$ cat src/rtl/kpd_pkg.sv
package kpd_pkg;

    localparam int SCAN_W = 4;
    localparam int ROW_W  = 3;
    localparam int COL_W  = 2;
    localparam int NUM_COLS = 4;

    typedef enum logic [1:0] {
        KS_IDLE    = 2'd0,
        KS_CONFIRM = 2'd1,
        KS_HELD    = 2'd2
    } key_state_e;

    typedef struct packed {
        logic [ROW_W-1:0] row;
        logic [COL_W-1:0] col;
    } key_code_t;

    typedef enum logic [2:0] {
        OP_PRESC  = 3'b001,
        OP_DPTR   = 3'b100,
        OP_CLROVF = 3'b110
    } cmd_op_e;

    typedef struct packed {
        logic [1:0] spare_hi;
        logic       ovf;
        logic       spare_lo;
        logic [3:0] fill;
    } status_t;

    // lowest-numbered column whose return line is pulled low
    function automatic logic [COL_W-1:0] first_low(input logic [NUM_COLS-1:0] cols);
        logic [COL_W-1:0] idx;
        idx = '0;
        for (int i = NUM_COLS - 1; i >= 0; i--) begin
            if (!cols[i]) idx = COL_W'(i);
        end
        return idx;
    endfunction

endpackage

$ cat src/rtl/kpd_scan_timer.sv
module kpd_scan_timer
    import kpd_pkg::*;
#(
    parameter int PRESC_W       = 5,
    parameter int PRESC_DEFAULT = 3,
    parameter int SCAN_STATES   = 8,
    parameter int NUM_DIGITS    = 6,
    parameter int NUM_ROWS      = 5
) (
    input  logic                  clk,
    input  logic                  rst,
    input  logic                  lim_load,
    input  logic [PRESC_W-1:0]    lim_val,
    output logic                  tick,
    output logic [SCAN_W-1:0]     scan,
    output logic [NUM_DIGITS-1:0] digit_sel_n,
    output logic [NUM_ROWS-1:0]   row_drive_n
);
    localparam logic [SCAN_W-1:0]  SCAN_LAST = SCAN_W'(SCAN_STATES - 1);
    localparam logic [PRESC_W-1:0] LIM_RST   = PRESC_W'(PRESC_DEFAULT);

    logic [PRESC_W-1:0] presc_cnt;
    logic [PRESC_W-1:0] presc_lim;

    assign tick = (presc_cnt == presc_lim);

    always_ff @(posedge clk) begin
        if (rst) begin
            presc_cnt <= '0;
            presc_lim <= LIM_RST;
            scan      <= '0;
        end else begin
            if (lim_load) begin
                presc_lim <= lim_val;
                presc_cnt <= '0;
            end else if (tick) begin
                presc_cnt <= '0;
            end else begin
                presc_cnt <= presc_cnt + 1'b1;
            end
            if (tick) begin
                scan <= (scan == SCAN_LAST) ? '0 : scan + 1'b1;
            end
        end
    end

    for (genvar d = 0; d < NUM_DIGITS; d++) begin : g_digit
        assign digit_sel_n[d] = (scan != SCAN_W'(d));
    end

    for (genvar r = 0; r < NUM_ROWS; r++) begin : g_row
        assign row_drive_n[r] = (scan != SCAN_W'(r));
    end

endmodule

$ cat src/rtl/kpd_debounce.sv
module kpd_debounce
    import kpd_pkg::*;
#(
    parameter int NUM_ROWS    = 5,
    parameter int DEB_PRESS   = 2,
    parameter int DEB_RELEASE = 2
) (
    input  logic                clk,
    input  logic                rst,
    input  logic                tick,
    input  logic [SCAN_W-1:0]   scan,
    input  logic [NUM_COLS-1:0] col_n,
    output logic                accept,
    output key_code_t           code
);
    localparam int DEB_MAX = (DEB_PRESS > DEB_RELEASE) ? DEB_PRESS : DEB_RELEASE;
    localparam int CW      = $clog2(DEB_MAX + 1);
    localparam logic [CW-1:0] PRESS_N   = CW'(DEB_PRESS);
    localparam logic [CW-1:0] RELEASE_N = CW'(DEB_RELEASE);

    key_state_e state, state_n;
    key_code_t  cand, cand_n;
    logic [CW-1:0] hits, hits_n;
    logic [CW-1:0] rel, rel_n;

    logic            row_valid;
    logic [ROW_W-1:0] row;
    logic            any_low;
    logic            on_cand_row;

    assign row_valid   = tick && (scan < SCAN_W'(NUM_ROWS));
    assign row         = scan[ROW_W-1:0];
    assign any_low     = ~&col_n;
    assign on_cand_row = row_valid && (row == cand.row);

    always_comb begin
        state_n = state;
        cand_n  = cand;
        hits_n  = hits;
        rel_n   = rel;
        accept  = 1'b0;
        case (state)
            KS_IDLE: begin
                if (row_valid && any_low) begin
                    cand_n.row = row;
                    cand_n.col = first_low(col_n);
                    if (PRESS_N <= CW'(1)) begin
                        accept  = 1'b1;
                        state_n = KS_HELD;
                        rel_n   = '0;
                    end else begin
                        hits_n  = CW'(1);
                        state_n = KS_CONFIRM;
                    end
                end
            end
            KS_CONFIRM: begin
                if (on_cand_row) begin
                    if (!col_n[cand.col]) begin
                        if ((hits + CW'(1)) >= PRESS_N) begin
                            accept  = 1'b1;
                            state_n = KS_HELD;
                            rel_n   = '0;
                        end else begin
                            hits_n = hits + CW'(1);
                        end
                    end else begin
                        state_n = KS_IDLE;
                    end
                end
            end
            KS_HELD: begin
                if (on_cand_row) begin
                    if (col_n[cand.col]) begin
                        if ((rel + CW'(1)) >= RELEASE_N) begin
                            state_n = KS_IDLE;
                        end else begin
                            rel_n = rel + CW'(1);
                        end
                    end else begin
                        rel_n = '0;
                    end
                end
            end
            default: state_n = KS_IDLE;
        endcase
    end

    assign code = cand_n;

    always_ff @(posedge clk) begin
        if (rst) begin
            state <= KS_IDLE;
            cand  <= '0;
            hits  <= '0;
            rel   <= '0;
        end else begin
            state <= state_n;
            cand  <= cand_n;
            hits  <= hits_n;
            rel   <= rel_n;
        end
    end

endmodule

$ cat src/rtl/kpd_fifo.sv
module kpd_fifo #(
    parameter int DEPTH = 8,
    parameter int WIDTH = 5
) (
    input  logic                           clk,
    input  logic                           rst,
    input  logic                           push,
    input  logic [WIDTH-1:0]               din,
    input  logic                           pop,
    output logic [WIDTH-1:0]               dout,
    output logic [$clog2(DEPTH+1)-1:0]     fill,
    output logic                           full,
    output logic                           empty
);
    localparam int PTR_W  = (DEPTH > 1) ? $clog2(DEPTH) : 1;
    localparam int FILL_W = $clog2(DEPTH + 1);
    localparam logic [PTR_W-1:0]  PTR_LAST = PTR_W'(DEPTH - 1);
    localparam logic [FILL_W-1:0] FILL_MAX = FILL_W'(DEPTH);

    logic [WIDTH-1:0] mem [DEPTH];
    logic [PTR_W-1:0] wr_ptr, rd_ptr;
    logic             do_push, do_pop;

    assign full    = (fill == FILL_MAX);
    assign empty   = (fill == '0);
    assign do_pop  = pop && !empty;
    assign do_push = push && (!full || do_pop);
    assign dout    = mem[rd_ptr];

    // storage is kept across reset; only the pointers restart
    always_ff @(posedge clk) begin
        if (do_push) mem[wr_ptr] <= din;
    end

    always_ff @(posedge clk) begin
        if (rst) begin
            wr_ptr <= '0;
            rd_ptr <= '0;
            fill   <= '0;
        end else begin
            if (do_push) wr_ptr <= (wr_ptr == PTR_LAST) ? '0 : wr_ptr + 1'b1;
            if (do_pop)  rd_ptr <= (rd_ptr == PTR_LAST) ? '0 : rd_ptr + 1'b1;
            case ({do_push, do_pop})
                2'b10:   fill <= fill + 1'b1;
                2'b01:   fill <= fill - 1'b1;
                default: fill <= fill;
            endcase
        end
    end

endmodule

$ cat src/rtl/kpd_disp.sv
module kpd_disp
    import kpd_pkg::*;
#(
    parameter int NUM_DIGITS = 6
) (
    input  logic                                   clk,
    input  logic                                   rst,
    input  logic                                   ptr_load,
    input  logic [$clog2(NUM_DIGITS)-1:0]          ptr_val,
    input  logic                                   ai_val,
    input  logic                                   data_wr,
    input  logic [7:0]                             wdata,
    input  logic [SCAN_W-1:0]                      scan,
    output logic [7:0]                             seg_data
);
    localparam int DPTR_W = $clog2(NUM_DIGITS);
    localparam logic [DPTR_W-1:0] PTR_LAST = DPTR_W'(NUM_DIGITS - 1);

    logic [7:0]        mem [NUM_DIGITS];
    logic [DPTR_W-1:0] ptr;
    logic              auto_inc;
    logic              ptr_in_range;

    assign ptr_in_range = ({{(32-DPTR_W){1'b0}}, ptr} < NUM_DIGITS);

    always_ff @(posedge clk) begin
        if (data_wr && ptr_in_range) mem[ptr] <= wdata;
    end

    always_ff @(posedge clk) begin
        if (rst) begin
            ptr      <= '0;
            auto_inc <= 1'b0;
        end else if (ptr_load) begin
            ptr      <= ptr_val;
            auto_inc <= ai_val;
        end else if (data_wr && auto_inc) begin
            ptr <= (ptr == PTR_LAST) ? '0 : ptr + 1'b1;
        end
    end

    always_comb begin
        if (scan < SCAN_W'(NUM_DIGITS)) seg_data = mem[scan[DPTR_W-1:0]];
        else                            seg_data = 8'h00;
    end

endmodule

$ cat src/rtl/kpd_scanner.sv
module kpd_scanner
    import kpd_pkg::*;
#(
    parameter int NUM_DIGITS    = 6,
    parameter int NUM_ROWS      = 5,
    parameter int SCAN_STATES   = 8,
    parameter int FIFO_DEPTH    = 8,
    parameter int DEB_PRESS     = 2,
    parameter int DEB_RELEASE   = 2,
    parameter int PRESC_W       = 5,
    parameter int PRESC_DEFAULT = 3
) (
    input  logic                  clk,
    input  logic                  rst,
    input  logic                  bus_cs,
    input  logic                  bus_rd,
    input  logic                  bus_wr,
    input  logic                  bus_a0,
    input  logic [7:0]            bus_wdata,
    output logic [7:0]            bus_rdata,
    output logic                  irq,
    input  logic [3:0]            col_n,
    output logic [3:0]            scan_code,
    output logic [NUM_DIGITS-1:0] digit_sel_n,
    output logic [7:0]            seg_data,
    output logic [NUM_ROWS-1:0]   row_drive_n
);
    localparam int CODE_W = $bits(key_code_t);
    localparam int FILL_W = $clog2(FIFO_DEPTH + 1);
    localparam int DPTR_W = $clog2(NUM_DIGITS);

    logic        tick;
    logic        accept;
    key_code_t   acc_code;
    logic [CODE_W-1:0] fifo_dout;
    logic [FILL_W-1:0] fifo_fill;
    logic        fifo_full, fifo_empty;
    logic        pop, push, drop;
    logic        cmd_wr, data_wr;
    logic        lim_load, ptr_load, ovf_clr;
    logic        ovf_q;
    status_t     status;

    assign cmd_wr   = bus_cs && bus_wr && bus_a0;
    assign data_wr  = bus_cs && bus_wr && !bus_a0;
    assign lim_load = cmd_wr && (bus_wdata[7:5] == OP_PRESC);
    assign ptr_load = cmd_wr && (bus_wdata[7:5] == OP_DPTR);
    assign ovf_clr  = cmd_wr && (bus_wdata[7:5] == OP_CLROVF);

    assign pop  = bus_cs && bus_rd && !bus_a0 && !fifo_empty;
    assign push = accept && (!fifo_full || pop);
    assign drop = accept && fifo_full && !pop;

    kpd_scan_timer #(
        .PRESC_W      (PRESC_W),
        .PRESC_DEFAULT(PRESC_DEFAULT),
        .SCAN_STATES  (SCAN_STATES),
        .NUM_DIGITS   (NUM_DIGITS),
        .NUM_ROWS     (NUM_ROWS)
    ) u_timer (
        .clk        (clk),
        .rst        (rst),
        .lim_load   (lim_load),
        .lim_val    (bus_wdata[PRESC_W-1:0]),
        .tick       (tick),
        .scan       (scan_code),
        .digit_sel_n(digit_sel_n),
        .row_drive_n(row_drive_n)
    );

    kpd_debounce #(
        .NUM_ROWS   (NUM_ROWS),
        .DEB_PRESS  (DEB_PRESS),
        .DEB_RELEASE(DEB_RELEASE)
    ) u_deb (
        .clk   (clk),
        .rst   (rst),
        .tick  (tick),
        .scan  (scan_code),
        .col_n (col_n),
        .accept(accept),
        .code  (acc_code)
    );

    kpd_fifo #(
        .DEPTH(FIFO_DEPTH),
        .WIDTH(CODE_W)
    ) u_fifo (
        .clk  (clk),
        .rst  (rst),
        .push (push),
        .din  (acc_code),
        .pop  (pop),
        .dout (fifo_dout),
        .fill (fifo_fill),
        .full (fifo_full),
        .empty(fifo_empty)
    );

    kpd_disp #(
        .NUM_DIGITS(NUM_DIGITS)
    ) u_disp (
        .clk     (clk),
        .rst     (rst),
        .ptr_load(ptr_load),
        .ptr_val (bus_wdata[DPTR_W-1:0]),
        .ai_val  (bus_wdata[4]),
        .data_wr (data_wr),
        .wdata   (bus_wdata),
        .scan    (scan_code),
        .seg_data(seg_data)
    );

    always_ff @(posedge clk) begin
        if (rst) begin
            ovf_q <= 1'b0;
            irq   <= 1'b0;
        end else begin
            if (drop)         ovf_q <= 1'b1;
            else if (ovf_clr) ovf_q <= 1'b0;

            if (push)                                   irq <= 1'b1;
            else if (pop && fifo_fill == FILL_W'(1))    irq <= 1'b0;
        end
    end

    always_comb begin
        status          = '0;
        status.ovf      = ovf_q;
        status.fill     = 4'(fifo_fill);
        if (bus_a0)          bus_rdata = status;
        else if (fifo_empty) bus_rdata = 8'h00;
        else                 bus_rdata = 8'(fifo_dout);
    end

endmodule

$ cat config.mk
export PLATFORM = sky130hd
export DESIGN_NAME = kpd_scanner
export DESIGN_NICKNAME = d
export VERILOG_FILES = /design/src/rtl/kpd_pkg.sv /design/src/rtl/kpd_scan_timer.sv /design/src/rtl/kpd_debounce.sv /design/src/rtl/kpd_fifo.sv /design/src/rtl/kpd_disp.sv /design/src/rtl/kpd_scanner.sv
export SDC_FILE = /design/constraint.sdc
export NUM_CORES = 1
export LEC_CHECK = 0
export CAP_MARGIN = 20
export CORE_AREA = 2 2 147 149
export DETAILED_ROUTE_END_ITERATION = 8
export DIE_AREA = 0 0 149 151
export HOLD_SLACK_MARGIN = 0.08
export PLACE_DENSITY = 0.54
export SLEW_MARGIN = 25
export SYNTH_ARGS = -nofsm -noshare
export SYNTH_HDL_FRONTEND = slang
export SYNTH_HIERARCHICAL = 1
export SYNTH_SLANG_ARGS = --single-unit
$ cat constraint.sdc
create_clock -name clk -period 9.3 [get_ports clk]
set_input_delay 0.93 -clock clk [delete_from_list [all_inputs] [get_ports clk]]
set_output_delay 0.93 -clock clk [all_outputs]
set_load 0.02 [all_outputs]
==> impl_metrics.csv <==
group,metric,value,unit
detailed_routing,detail_route.wl_per_cell,16.2,µm
floorplanning,die-area,22500,µm²
worst_setup_path,crit_type,"reg2reg",
timing,tns,0,ns
global_route,grt_usage,0.120,
logic_synthesis,synth-main-ff-cell,"edfxtp_1",
detailed_routing,met3WireLength,640,µm
logic_synthesis,yosys_warnings,6,
global_route,grt-ovfl-total,0,
finish,final_common_cell,"edfxtp_1",
timing,rsz0062_at_grt,"no",
global_route,antenna_found_initial,0,
timing,finClkSkew,0.00692,ns
timing,slew_viol_final,0,
finish,n_antenna_cell,0,
place,hpwl,8.68,mm
logic_synthesis,synth_seq_area_share,0.586,
global_route,grt_max_degree,47,
flow_run,cap_violations,0,
place,gp_congestion,0.787,
logic_synthesis,synth-edff-count,88,
detailed_routing,vias_per_cell,4.81,
clocking,clkSinkCount,132,
clocking,htreeDepth,4,
timing,finalCritPeriodShare,0.445,
timing,setup_viol,0,
logic_synthesis,synth_top_area_cell,"edfxtp_1",
worst_setup_path,cp.depth,15,
clocking,cts.clk_slew.worst_paths,0.05,ns
detailed_routing,wl_met1,5.98,mm
logic_synthesis,syn_avg_cell_area,13.0,µm²
logic_synthesis,netlist_instances,463,
detailed_routing,drc_errors,0,
power,p_total,1.39,mW
timing,whs,0.453,ns
worst_setup_path,arrival,4.47,ns
worst_setup_path,cp_top_family,"simple AND/OR/NAND/NOR gates",
detailed_routing,route.vias.total,3846,
finish,nets,542,
finish,fin_cells,800,
worst_setup_path,required,9.63,ns
finish,area_growth_syn_to_layout,21.7,%
floorplanning,rows,53,
floorplanning,initial_core_util,0.289,
finish,nFillCells,2047,
detailed_routing,route.met2.wl,6.20,mm
worst_setup_path,cp_slowest_cell,"nor2_1",
global_route,first_global_vias,3830,
power,leakage,2.46,nW
logic_synthesis,netlist_area,6010,µm²
floorplanning,ios,50,
hold_path,hold_class,"reg2reg",
clocking,root_buffer,"clkbuf_16",
logic_synthesis,synth-seq-cells,132,
finish,drive_above_1_share,0.133,
clocking,cts_hold_buf,0,
floorplanning,die_y,151,µm
worst_setup_path,path_cells,"xnor2_1, nand4_1, nor2_1, nand3b_1, or2_2, nor3_1, a21boi_2, o21ai_4, ha_1, xor2_1, ha_1, a21oi_1, xor2_1, or3_1, a21oi_1",
timing,tightest_slew,0.873,ns
worst_setup_path,critPathMaxStageDelay,0.43,ns
floorplanning,die_x,149,µm
floorplanning,core_area,20800,µm²
power,ir_drop,125,µV
timing,hold_violations,0,
logic_synthesis,synth_top_area_frac,0.440,
logic_synthesis,ys_types,65,
timing,slew_headroom,0.411,
global_route,grt_pass1_wl,20.4,mm
clocking,cts_buffers,17,
clocking,clock_latency,0.41,ns
worst_setup_path,rrSetupSlack,5.16,ns
detailed_routing,firstDrtPassIters,7,
worst_setup_path,cp_max_fo,11,
clocking,cts_tree,"done",
detailed_routing,drt-initial-drc-count,208,
worst_setup_path,cp-start-kind,"flop",
finish,fin_util,0.351,
place,dp_cells,768,
finish,layout_common_cells,"edfxtp_1 (88), clkdlybuf4s50_1 (47), dfxtp_1 (44)",
hold_path,hold_depth,2,
detailed_routing,wl,12.9,mm
place,portBuffers,47,
timing,fin_crit,4.14,ns
detailed_routing,ant_nets,0,
worst_setup_path,endpoint_kind,"flop",
outcome,status,"finished, final reports clean",
worst_setup_path,cp_num_buf_inv,0,
clocking,postCtsSetupRepairBufs,0,
clocking,cts_buffer_depth,2,
timing,max_clock_freq,242,MHz
logic_synthesis,synthArstFlopShare,0,
detailed_routing,top_layer,"met4",
worst_setup_path,worst_r2r_path_depth,15,
power,p_per_area,190,nW/µm²
clocking,cts.repair.resized,0,
logic_synthesis,synth_area_leaders,"edfxtp_1 (44%), dfxtp_1 (15%), mux4_2 (4.1%), ha_1 (2.5%), mux2i_1 (2.5%)",
[cell usage after synthesis (all sizes together), types with 2 or more instances]
| cell type | number |
|---|---|
| edfxtp | 88 |
| dfxtp | 44 |
| nor2 | 27 |
| nand2 | 26 |
| nor2b | 24 |
| buf | 17 |
| mux2i | 15 |
| a211oi | 14 |
| a21oi | 14 |
| nor4 | 14 |
| ha | 12 |
| inv | 11 |
| mux2 | 11 |
| mux4 | 11 |
| a2111oi | 10 |
| o21a | 10 |
| nand3 | 9 |
| o21ai | 9 |
| xnor2 | 9 |
| nand2b | 8 |
| nor3 | 8 |
| xor2 | 8 |
| clkbuf | 7 |
| and2 | 6 |
| nor3b | 6 |
| o31ai | 4 |
| and3 | 3 |
| nand3b | 3 |
| nand4 | 3 |
| nor4b | 3 |
| or3 | 3 |
| a211o | 2 |
| a21boi | 2 |
| a22o | 2 |
| a31oi | 2 |
| o41ai | 2 |
| or2 | 2 |
| or4b | 2 |
[tightest hold or removal path, stage by stage (launching register included)]
cell,delay (ns)
dfxtp_1,0.32
nand2_1,0.06
a21oi_1,0.03
[per-stage QoR]
step / area, µm² / worst slack, ns
floorplan: 6010 / 5.84
global placement: 6710 / 5.09
detailed placement: 6710 / 4.97
CTS: 7300 / 5.15
global route: 7310 / 4.80
finish: 7310 / 5.16
[power breakdown]
part / leakage, nW / internal (mW) / total (mW) / switching, mW
combinational: 0.980 / 0.0379 / 0.0901 / 0.0523
clock: 0.287 / 0.442 / 0.664 / 0.222
sequential: 1.20 / 0.631 / 0.637 / 0.00622
[final timing paths]
path / from / endpoint
worst max-delay path: u_timer/presc_cnt[2]$_SDFF_PP0_ / u_fifo/fill[2]$_SDFFE_PP0P_
worst min-delay path: u_deb/hits[1]$_SDFFE_PP0P_ / u_deb/hits[1]$_SDFFE_PP0P_
worst max register to register: u_timer/presc_cnt[2]$_SDFF_PP0_ / u_fifo/fill[2]$_SDFFE_PP0P_
worst min register to register: u_deb/hits[1]$_SDFFE_PP0P_ / u_deb/hits[1]$_SDFFE_PP0P_
[metal layers]
metal | vias up | track usage
met1 | 1893 | 0.152
li1 | 1855 | -
met4 | 0 | 0.0357
met3 | 14 | 0.0301
met2 | 84 | 0.203
met5 | - | 0
[logic make-up after synthesis]
logic type      Yosys count  synth area share
simple gates            151             0.147
flops                   132             0.586
compound gates           78            0.0956
mux                      37            0.0874
buf+inv                  35            0.0335
xor+xnor                 17            0.0248
fa+ha+maj                12            0.0250
other cells               1          0.000624
[registers in the layout, indices dropped and copies added (netlist names), 4 cells and up, named ones only]
register	cells
u_disp/mem	48
u_timer/presc_lim	5
u_timer/scan	4
u_fifo/mem	40
u_deb/cand	5
u_fifo/fill	4
u_timer/presc_cnt	5
[area by class of cell]
type / count / area [µm²] / share of cell area
clock buffer: 27 / 493 / 0.0674
clock inverter: 5 / 98.8 / 0.0135
inverter: 11 / 41.3 / 0.00565
multi-input combinational: 297 / 2290 / 0.314
sequential: 132 / 3520 / 0.482
tap: 275 / 344 / 0.0471
timing repair buffer: 53 / 515 / 0.0705
(Power assumes the default switching activity.)
